`src/rtl/sdcmd_pkg.sv`:
```
package sdcmd_pkg;

  localparam int FRAME_LEN = 48;
  localparam int LONG_LEN  = 136;
  localparam int RESP_BITS = 128;
  localparam int NUM_RESP  = 4;
  localparam int STS_W     = 4;

  // status word bit positions
  localparam int ST_CRC  = 0;
  localparam int ST_TMO  = 1;
  localparam int ST_RESP = 2;
  localparam int ST_SENT = 3;

  // command word bit positions
  localparam int CW_WANT  = 6;
  localparam int CW_LONG  = 7;
  localparam int CW_NOCRC = 8;
  localparam int CW_GO    = 10;

  typedef enum logic [1:0] {RX_IDLE, RX_WAIT, RX_SHIFT} rx_state_e;

  function automatic logic [6:0] crc7_step(input logic [6:0] c, input logic b);
    logic fb;
    fb = b ^ c[6];
    return {c[5:0], 1'b0} ^ (fb ? 7'h09 : 7'h00);
  endfunction

  function automatic logic [6:0] crc7_of40(input logic [39:0] d);
    logic [6:0] c;
    c = '0;
    for (int i = 39; i >= 0; i--) c = crc7_step(c, d[i]);
    return c;
  endfunction

endpackage

```
`src/rtl/sdcmd_tx.sv`:
```
module sdcmd_tx import sdcmd_pkg::*; (
  input  logic        clk,
  input  logic        rst,
  input  logic        tick,
  input  logic        start,
  input  logic [5:0]  idx,
  input  logic [31:0] arg,
  output logic        done,
  output logic        cmd_out,
  output logic        cmd_oe
);

  localparam int CNT_W = $clog2(FRAME_LEN + 1);

  logic [FRAME_LEN-1:0] sh;
  logic [CNT_W-1:0]     cnt;
  logic                 active;
  logic [39:0]          head;
  logic [FRAME_LEN-1:0] frame;

  assign head  = {2'b01, idx, arg};
  assign frame = {head, crc7_of40(head), 1'b1};

  always_ff @(posedge clk) begin
    if (rst) begin
      active  <= 1'b0;
      sh      <= '0;
      cnt     <= '0;
      done    <= 1'b0;
      cmd_out <= 1'b1;
      cmd_oe  <= 1'b0;
    end else begin
      done <= 1'b0;
      if (start && !active) begin
        active <= 1'b1;
        sh     <= frame;
        cnt    <= '0;
      end else if (active && tick) begin
        if (cnt == CNT_W'(FRAME_LEN)) begin
          active  <= 1'b0;
          cmd_oe  <= 1'b0;
          cmd_out <= 1'b1;
          done    <= 1'b1;
        end else begin
          cmd_out <= sh[FRAME_LEN-1];
          cmd_oe  <= 1'b1;
          sh      <= sh << 1;
          cnt     <= cnt + 1'b1;
        end
      end
    end
  end

  AST_START_LOW: assert property (@(posedge clk) disable iff (rst)
    $rose(cmd_oe) |-> !cmd_out) else $error("frame did not open with 0");
  AST_STOP_HIGH: assert property (@(posedge clk) disable iff (rst)
    $fell(cmd_oe) |-> $past(cmd_out)) else $error("frame did not close with 1");

endmodule

```
`src/rtl/sdcmd_rx.sv`:
```
module sdcmd_rx import sdcmd_pkg::*; #(
  parameter int TIMEOUT_TICKS = 64
)(
  input  logic                 clk,
  input  logic                 rst,
  input  logic                 tick,
  input  logic                 start,
  input  logic                 long_sel,
  input  logic                 skip_crc,
  input  logic                 cmd_in,
  output logic                 rx_ok,
  output logic                 rx_bad,
  output logic                 rx_tmo,
  output logic [RESP_BITS-1:0] frame
);

  localparam int TO_W = $clog2(TIMEOUT_TICKS + 1);

  rx_state_e       st;
  logic [TO_W-1:0] wcnt;
  logic [7:0]      k;
  logic [6:0]      crc;
  logic [6:0]      crc_n;
  logic [7:0]      last_k;
  logic            covered;

  assign last_k  = long_sel ? 8'(LONG_LEN - 1) : 8'(FRAME_LEN - 1);
  assign covered = long_sel ? (k >= 8'd8 && k < 8'd128) : (k < 8'd40);
  assign crc_n   = covered ? crc7_step(crc, cmd_in) : crc;

  always_ff @(posedge clk) begin
    if (rst) begin
      st     <= RX_IDLE;
      wcnt   <= '0;
      k      <= '0;
      crc    <= '0;
      frame  <= '0;
      rx_ok  <= 1'b0;
      rx_bad <= 1'b0;
      rx_tmo <= 1'b0;
    end else begin
      rx_ok  <= 1'b0;
      rx_bad <= 1'b0;
      rx_tmo <= 1'b0;
      case (st)
        RX_IDLE: if (start) begin
          st    <= RX_WAIT;
          wcnt  <= '0;
          k     <= '0;
          crc   <= '0;
          frame <= '0;
        end
        RX_WAIT: if (tick) begin
          if (!cmd_in) begin
            st    <= RX_SHIFT;
            frame <= {frame[RESP_BITS-2:0], 1'b0};
            crc   <= crc_n;
            k     <= 8'd1;
          end else if (wcnt == TO_W'(TIMEOUT_TICKS - 1)) begin
            rx_tmo <= 1'b1;
            st     <= RX_IDLE;
          end else begin
            wcnt <= wcnt + 1'b1;
          end
        end
        RX_SHIFT: if (tick) begin
          frame <= {frame[RESP_BITS-2:0], cmd_in};
          crc   <= crc_n;
          k     <= k + 8'd1;
          if (k == last_k) begin
            st <= RX_IDLE;
            if (skip_crc || frame[6:0] == crc) rx_ok  <= 1'b1;
            else                               rx_bad <= 1'b1;
          end
        end
        default: st <= RX_IDLE;
      endcase
    end
  end

  AST_ONE_OUTCOME: assert property (@(posedge clk) disable iff (rst)
    $onehot0({rx_ok, rx_bad, rx_tmo})) else $error("two outcomes at once");
  AST_TMO_LINE_HIGH: assert property (@(posedge clk) disable iff (rst)
    rx_tmo |-> $past(cmd_in)) else $error("timeout on a low sample");
  AST_WAIT_BOUND: assert property (@(posedge clk) disable iff (rst)
    wcnt <= TO_W'(TIMEOUT_TICKS - 1)) else $error("wait count overran");

endmodule

```
`src/rtl/sdcmd_engine.sv`:
```
module sdcmd_engine import sdcmd_pkg::*; #(
  parameter int TIMEOUT_TICKS = 64,
  parameter int ADDR_W        = 3
)(
  input  logic              clk,
  input  logic              rst,
  input  logic              reg_we,
  input  logic [ADDR_W-1:0] reg_waddr,
  input  logic [31:0]       reg_wdata,
  input  logic [ADDR_W-1:0] reg_raddr,
  output logic [31:0]       reg_rdata,
  input  logic              bit_tick,
  output logic              cmd_out,
  output logic              cmd_oe,
  input  logic              cmd_in
);

  localparam logic [ADDR_W-1:0] A_ARG = ADDR_W'(0);
  localparam logic [ADDR_W-1:0] A_CMD = ADDR_W'(1);
  localparam logic [ADDR_W-1:0] A_STS = ADDR_W'(2);
  localparam logic [ADDR_W-1:0] A_R0  = ADDR_W'(3);
  localparam logic [ADDR_W-1:0] A_R1  = ADDR_W'(4);
  localparam logic [ADDR_W-1:0] A_R2  = ADDR_W'(5);
  localparam logic [ADDR_W-1:0] A_R3  = ADDR_W'(6);

  logic [31:0]          arg_q;
  logic [31:0]          cmdw_q;
  logic [STS_W-1:0]     sts_q;
  logic [STS_W-1:0]     set_v;
  logic [STS_W-1:0]     clr_v;
  logic                 busy_q;
  logic                 req_want, req_long, req_skip;
  logic [31:0]          resp_q [NUM_RESP];
  logic                 wr_cmd, start;
  logic                 tx_done, rx_ok, rx_bad, rx_tmo;
  logic [RESP_BITS-1:0] rx_frame;

  assign wr_cmd = reg_we && (reg_waddr == A_CMD);
  assign start  = wr_cmd && reg_wdata[CW_GO] && !busy_q;
  assign clr_v  = (reg_we && reg_waddr == A_STS) ? reg_wdata[STS_W-1:0] : '0;

  always_comb begin
    set_v          = '0;
    set_v[ST_CRC]  = rx_bad;
    set_v[ST_TMO]  = rx_tmo;
    set_v[ST_RESP] = rx_ok;
    set_v[ST_SENT] = tx_done && !req_want;
  end

  sdcmd_tx u_tx (
    .clk(clk), .rst(rst), .tick(bit_tick), .start(start),
    .idx(reg_wdata[5:0]), .arg(arg_q), .done(tx_done),
    .cmd_out(cmd_out), .cmd_oe(cmd_oe)
  );

  sdcmd_rx #(.TIMEOUT_TICKS(TIMEOUT_TICKS)) u_rx (
    .clk(clk), .rst(rst), .tick(bit_tick), .start(tx_done && req_want),
    .long_sel(req_long), .skip_crc(req_skip), .cmd_in(cmd_in),
    .rx_ok(rx_ok), .rx_bad(rx_bad), .rx_tmo(rx_tmo), .frame(rx_frame)
  );

  always_ff @(posedge clk) begin
    if (rst) begin
      arg_q    <= '0;
      cmdw_q   <= '0;
      sts_q    <= '0;
      busy_q   <= 1'b0;
      req_want <= 1'b0;
      req_long <= 1'b0;
      req_skip <= 1'b0;
    end else begin
      if (reg_we && reg_waddr == A_ARG) arg_q <= reg_wdata;
      sts_q <= (sts_q & ~clr_v) | set_v;
      if (start) begin
        busy_q   <= 1'b1;
        cmdw_q   <= reg_wdata;
        req_want <= reg_wdata[CW_WANT];
        req_long <= reg_wdata[CW_LONG];
        req_skip <= reg_wdata[CW_NOCRC];
      end else if ((tx_done && !req_want) || rx_ok || rx_bad || rx_tmo) begin
        busy_q <= 1'b0;
      end
    end
  end

  always_ff @(posedge clk) begin
    if (rst) begin
      for (int w = 0; w < NUM_RESP; w++) resp_q[w] <= '0;
    end else if (rx_ok || rx_bad) begin
      for (int w = 0; w < NUM_RESP; w++) begin
        if (req_long)    resp_q[w] <= rx_frame[RESP_BITS-1-32*w -: 32];
        else if (w == 0) resp_q[w] <= rx_frame[39:8];
        else             resp_q[w] <= '0;
      end
    end
  end

  always_ff @(posedge clk) begin
    if (rst) begin
      reg_rdata <= '0;
    end else begin
      case (reg_raddr)
        A_ARG:   reg_rdata <= arg_q;
        A_CMD:   reg_rdata <= cmdw_q;
        A_STS:   reg_rdata <= {{(32-STS_W-1){1'b0}}, busy_q, sts_q};
        A_R0:    reg_rdata <= resp_q[0];
        A_R1:    reg_rdata <= resp_q[1];
        A_R2:    reg_rdata <= resp_q[2];
        A_R3:    reg_rdata <= resp_q[3];
        default: reg_rdata <= '0;
      endcase
    end
  end

  AST_OE_WHILE_BUSY: assert property (@(posedge clk) disable iff (rst)
    cmd_oe |-> busy_q) else $error("line driven while idle");
  AST_BUSY_WRITE_DROPPED: assert property (@(posedge clk) disable iff (rst)
    (busy_q && wr_cmd) |=> $stable(cmdw_q)) else $error("command taken while busy");

  for (genvar b = 0; b < STS_W; b++) begin : g_sticky
    AST_STICKY_HOLD: assert property (@(posedge clk) disable iff (rst)
      (sts_q[b] && !clr_v[b]) |=> sts_q[b]) else $error("status bit lost");
  end

endmodule

```
`config.mk`:
```
export PLATFORM = sky130hd
export DESIGN_NAME = sdcmd_engine
export DESIGN_NICKNAME = d
export VERILOG_FILES = /design/src/rtl/sdcmd_pkg.sv /design/src/rtl/sdcmd_tx.sv /design/src/rtl/sdcmd_rx.sv /design/src/rtl/sdcmd_engine.sv
export SDC_FILE = /design/constraint.sdc
export NUM_CORES = 1
export LEC_CHECK = 0
export ABC_AREA = 1
export ABC_CLOCK_PERIOD_IN_PS = 7100
export BUFFER_PORTS_ARGS = -buffer_cell sky130_fd_sc_hd__buf_4
export CORE_MARGIN = 5
export CORE_UTILIZATION = 26
export CTS_BUF_LIST = sky130_fd_sc_hd__clkbuf_8
export DETAILED_ROUTE_END_ITERATION = 7
export GPL_ROUTABILITY_DRIVEN = 0
export PLACE_DENSITY = 0.49
export SYNTH_ARGS = -nofsm -noshare
export SYNTH_HDL_FRONTEND = slang
export SYNTH_SLANG_ARGS = --single-unit
```
`constraint.sdc`:
```
create_clock -name clk -period 7.1 [get_ports clk]
set_clock_uncertainty 0.15 [all_clocks]
set_input_delay 0.71 -clock clk [delete_from_list [all_inputs] [get_ports clk]]
set_output_delay 0.71 -clock clk [all_outputs]
set_load 0.02 [all_outputs]
```
== Word level (Yosys, flattened, before mapping) ==
Memories as Yosys holds them, arrays and structs flattened.
Index checks and enable logic that the tools add are counted.

* $add $sub $neg: 3
* $lt $le $gt $ge: 3
* Equality and inequality tests: 23
* Multiplexer cells: 102
* Bitwise logic cells: 96
* Reduce and logical (&&, ||, !) cells: 37

{| class="wikitable"
|+ Operators by type and width
! kind !! count
|-
| 2-to-1 mux 128 bit || 4
|-
| case mux 128 bit (3 select lines) || 1
|-
| bitwise XOR 7 bit || 38
|-
| 2-to-1 mux 32 bit || 8
|-
| case mux 32 bit (7 select lines) || 1
|-
| 2-to-1 mux 4 bit || 40
|-
| 2-to-1 mux 47 bit || 3
|-
| 2-to-1 mux 7 bit || 8
|-
| 2-to-1 mux 8 bit || 5
|-
| bitwise XOR 1 bit || 37
|-
| case mux 8 bit (3 select lines) || 1
|-
| 2-to-1 mux 1 bit || 22
|-
| case mux 7 bit (3 select lines) || 1
|-
| AND reduction 5 bit || 3
|-
| case mux 7 bit (2 select lines) || 1
|-
| 2-to-1 mux 2 bit || 6
|-
| logical AND 1 bit || 10
|-
| inequality test 2 bit (second input constant) || 5
|-
| == test 3 x 2 -> 1 bit (second input constant) || 3
|-
| == test 3 bit (second input constant) || 3
|-
| adder 8 x 1 -> 8 bit (second input constant) || 1
|-
| == test 8 bit || 1
|-
| greater-or-equal comparator 8 x 4 -> 1 bit (second input constant) || 1
|-
| < comparator 8 x 6 -> 1 bit (second input constant) || 1
|-
| 29 further kinds || 60
|}

* Flip-flop bits (word level): 317
* Memory bits (writable): 128
* Bits of input ports: 43
* Output and inout port bits: 34
* Logic and storage cells: 288
* Memories kept: 1

{| class="wikitable"
|+ Memories
! name !! depth !! bits a word !! rd ports !! clocked after memory_dff !! wr ports !! line !! text
|-
| resp_q || 4 || 32 || 4 || 0 || 4 || sdcmd_engine.sv:33 || <nowiki>logic [31:0] resp_q [NUM_RESP];</nowiki>
|}

== Depth between registers and ports, before layout ==
* Depth after elaboration: 112
* Mapped depth: 27
* Depth with buffers taken out: 27

== Cells and area by module ==
A second synthesis with hierarchy kept.

* Cell total of the unflattened synthesis: 2712
* Area total of the unflattened synthesis: 20788.7 um^2

{| class="wikitable"
|+ Modules (own cells, without submodules)
! module !! instances !! cells each !! area an instance (um^2) !! sequential area each (um^2)
|-
| sdcmd_engine || 1 || 1200 || 10486.3 || 5865.6
|-
| sdcmd_rx || 1 || 924 || 6596.3 || 3103.0
|-
| sdcmd_tx || 1 || 588 || 3706.1 || 1161.1
|}

== Least setup slack after synthesis ==
OpenSTA, ideal clock, no wires.

* Kind: input port to flip-flop
* Start: input rst
* End: memory resp_q[0][0] (enable)
* Arrival: 3186 ps
* Setup slack: 2865 ps
* Stages on the path: 5
* Path buffers: 3
* Cell sequence: inv_1 clkbuf_1 clkbuf_1 clkbuf_1 nand2_1

{| class="wikitable"
|+ RTL lines
! item !! line !! text
|-
| start, declared || sdcmd_engine.sv:6 || <nowiki>input logic rst,</nowiki>
|-
| end, declared || sdcmd_engine.sv:33 ||
|}

== Worst setup path in the final report ==
* Start: register busy_q
* End: register u_tx.sh[41]

* Cells in the longest elaborated chain, start to end: 5
* Elaborated cells on any way between the ends: 7
* Those cells by class: 1 x eq/ne; 1 x mux; 5 x reduce/logical

{| class="wikitable"
|+ RTL lines
! item !! line !! text
|-
| start, declared || sdcmd_engine.sv:31 || <nowiki>logic busy_q;</nowiki>
|-
| start signal, assigned || sdcmd_engine.sv:67 || <nowiki>busy_q <= 1'b0;</nowiki>
|-
| start signal, assigned || sdcmd_engine.sv:75 || <nowiki>busy_q <= 1'b1;</nowiki>
|-
| start signal, assigned || sdcmd_engine.sv:81 || <nowiki>busy_q <= 1'b0;</nowiki>
|-
| logical NOT 1 bit * || sdcmd_engine.sv:39 || <nowiki>assign start = wr_cmd && reg_wdata[CW_GO] && !busy_q;</nowiki>
|-
| logical AND 1 bit * || sdcmd_engine.sv:39 ||
|-
| logical AND 1 bit * || sdcmd_tx.sv:34 || <nowiki>if (start && !active) begin</nowiki>
|-
| inequality test 2 x 1 -> 1 bit (no line) or nonzero test 2 bit (tied branches) || - ||
|-
| AND reduction 2 bit (no line) || - ||
|-
| end signal, assigned || sdcmd_tx.sv:36 || <nowiki>sh <= frame;</nowiki>
|-
| end signal, assigned || sdcmd_tx.sv:47 || <nowiki>sh <= sh << 1;</nowiki>
|-
| end, declared || sdcmd_tx.sv:15 || <nowiki>logic [FRAME_LEN-1:0] sh;</nowiki>
|}

Every way passes the cells marked *; elsewhere a longest branch is shown, timed or not.
A chain may end at the register's enable or synchronous reset.

==> results.toml <==
[placed_design]
port_buffers = 76
dpl_worst_slack_ns = 2.39
hpwl_mm = 38.3
place_area_um2 = 20600
placedCellCount = 3328

[global_route]
met3_usage = 0.0288
busiest_layer = "met2"
grt_max_degree = 134
antenna_found_initial = 3
grt_pass1_wl_mm = 88.6
met1_usage = 0.202
grtUsageTotal = 0.141
gr-total-overflow = 0
use_met2 = 0.213
grt_pass1_vias = 15400

[layout]
final_cell_area_um2 = 22200
layoutNonFillerInstCount = 3474
final_core_util = 0.304
drive_above_1_share = 0.111
antenna_cells = 0
area_delta_synth_final_pct = 15.7
fin_nets = 2502
num-fill-cells = 7849

[cts]
post_cts_buffers = 0
cts_resized = 0
h-tree-depth = 3
clk_latency_ns = 0.67
path_clk_slew_ns = 0.06
cts.sinks = 442
cts_buffers = 80
cts_hold_buf = 0
cts_buffer_depth = 3
cts-root-buf = "clkbuf_8"
cts_tree = "built"

[die]
die-width_um = 282
core_um2 = 73100
rows = 99
die_h_um = 282
start_util = 0.262
ios = 77
die_area_um2 = 79300

[logic_synthesis]
yosys-top-cells-area = "dfxtp_1 33%, edfxtp_1 20%, inv_1 7.3%"
syn_area_um2 = 19200
synthMuxAreaShare = 0.000522
async_flop_share = 0
post-synth-top-count-cell = "inv_1"
ys_types = 45
synth-edff-count = 128
synth_top_family_by_area = "compound AO/OA/AOI/OAI gates"
avgSynthCellArea_um2 = 7.94
synthAdderAreaFrac = 0.00522
synth_xor_area_frac = 0.00639
ys_seq_elements = 442
yosys.area_share.simple = 0.178
seq_area_frac_synth = 0.528
syn-num-nets = 2465
synth-compound-area-share = 0.179
yosysTopAreaCell = "dfxtp_1"
synth_common_cells = "372 x inv_1, 350 x nor2_1, 314 x dfxtp_1"
ys_warn_count = 0
synth_top_area_frac = 0.328
synth_flop_cell = "dfxtp_1"
syn_inst = 2414

[timing]
drv_slew = 0
clock.fmax_mhz = 248
worstMarginPinSlew_ns = 1.19
rsz0062_at_grt = "no"
final.period_utilization = 0.569
fin_tns_setup_ns = 0
maxSlewHeadroom = 0.207
setup_viol = 0
setup_slack_ns = 3.06
layout_min_cycle_time_ns = 4.04
hold_viol = 0

[power_and_ir_drop]
internal_power_w = 0.00410
p_leak_nw = 8.23
p_switching_w = 0.00153
clock_power_share = 0.423
swShare = 0.272
pwr-share-comb = 0.106
p_seq_frac = 0.470
powerDensity_nw_per_um2 = 254
peakVddDrop_v = 0.000124

[setup_path]
reg2reg_from = "busy_q$_SDFFE_PP0P_"
setup.worst_path.start = "busy_q$_SDFFE_PP0P_"
crit_fanout = 59
crit_path_frequent_cell = "nor2_1"
ff2ff_path_depth = 9
required_ns = 7.47
path_cells = "nor4b_1 -> nand2_2 -> nor2_1 -> clkinv_1 -> buf_4 -> nand2_1 -> inv_2 -> a221oi_1 -> nor2_1"
r2r_slack_ns = 3.06
crit_buf_inv = 3
slowest_stage = "nor2_1"
slowest_delay_ns = 0.69
crit_end = "u_tx.sh[41]$_SDFFE_PP0P_"
cp.arrival_ns = 4.41
crit_type = "flip-flop to flip-flop"
crit_path_end_kind = "flip-flop"
reg2reg_to = "u_tx.sh[41]$_SDFFE_PP0P_"
path_depth = 9
crit_family = "simple AND/OR/NAND/NOR gates"
start_kind = "flip-flop"

[min_path]
min_from = "reg_wdata[14]"
min-delay-path-class = "primary input to flip-flop"

[run_status]
status = "finished clean"

[drt]
drc = 0
drt_iter0_markers = 1225
wl_per_cell_um = 16.7
drt-pass1-iter-count = 7
drt-vias-per-instance = 4.70
antenna_left = 0
wl_mm = 58.0
num_vias = 16300

[job]
cap_violations = 0
## sequential cells by signal (all words and copies together) (netlist names), 2 cells and up
signal / cells
resp_q: 128
u_rx.frame: 128
u_tx.sh: 48
arg_q: 32
cmdw_q: 32
reg_rdata: 32
u_rx.k: 8
u_rx.crc: 7
u_rx.wcnt: 7
u_tx.cnt: 6
sts_q: 4
u_rx.st: 2
## layout by cell type (no fill, tap or decap), drive strengths merged, types with 2 or more instances in the layout
| master | count |
|---|---|
| o21ai | 239 |
| xor2 | 8 |
| ha | 8 |
| o221ai | 6 |
| clkinvlp | 3 |
| clkbuf | 98 |
| nor2 | 355 |
| dfxtp | 314 |
| a211oi | 9 |
| a221oi | 18 |
| clkinv | 10 |
| nor3b | 3 |
| a2111oi | 4 |
| nand3b | 2 |
| o211ai | 15 |
| a31oi | 3 |
| a21oi | 227 |
| nand2 | 282 |
| nor4 | 2 |
| edfxtp | 128 |
| buf | 94 |
| nor3 | 39 |
| o22ai | 95 |
| inv | 419 |
| xnor2 | 6 |
| nand3 | 110 |
| nand4 | 8 |
## how the worst min path moves through the flow
stage	slack, ns	to	depth (start not counted)
after global placement	0.29	cmdw_q[18]$_SDFFE_PP0P_	2
after CTS	0.14	cmdw_q[17]$_SDFFE_PP0P_	3
final	0.20	cmdw_q[14]$_SDFFE_PP0P_	3
after floorplan	0.27	cmdw_q[13]$_SDFFE_PP0P_	2
after global routing	0.16	cmdw_q[14]$_SDFFE_PP0P_	3
after detailed placement	0.29	cmdw_q[5]$_SDFFE_PP0P_	2
## power by group through the flow
stage | Clock [W] | Combinational (W) | Sequential, W
floorplan | 0 | 0.000414 | 0.00270
finish | 0.00238 | 0.000599 | 0.00265
detailed placement | 0 | 0.000596 | 0.00270
CTS | 0.00246 | 0.000600 | 0.00265
global route | 0.00258 | 0.000665 | 0.00265
global placement | 0 | 0.000587 | 0.00270
## cell families (layout without fill, tap and decap cells)
family                   after synthesis  count (layout)
adder cells (fa/ha/maj)                8               8
XOR/XNOR                              14              14
AND/OR/NAND/NOR                      804             804
flip-flops                           442             442
multiplexers                           1               1
buffers and inverters                524             625
AO/OA/AOI/OAI                        621             621
## layer usage
metal / vias to the layer above / part of all wire
met4: 2 / 0.028
met1: 7789 / 0.48
met2: 404 / 0.43
met3: 109 / 0.056
li1: 8032 / -
met5: - / 0.00022
## worst reg2reg max path, cell delays in order (launching register included)
cell and delay, ns:
dfxtp_1 0.37, nor4b_1 0.39, nand2_2 0.67, nor2_1 0.69
clkinv_1 0.13, buf_4 0.30, nand2_1 0.36, inv_2 0.37
a221oi_1 0.42, nor2_1 0.07
## final cells by class
cell class	instances	area [µm²]	share of cell area
tap	959	1200	0.0541
multi-input combinational	1448	7100	0.320
clock buffer	98	1350	0.0608
sequential	442	10100	0.457
timing repair buffer	94	706	0.0318
clock inverter	48	246	0.0111
inverter	385	1450	0.0655
## through the flow
step           total power, W  hold slack (ns)
2_1_floorplan         0.00312            0.275
3_3_place_gp          0.00329            0.290
3_5_place_dp          0.00330            0.292
4_1_cts               0.00571            0.140
5_1_grt               0.00589            0.163
6_report              0.00563            0.199
(Power assumes the default switching activity.)
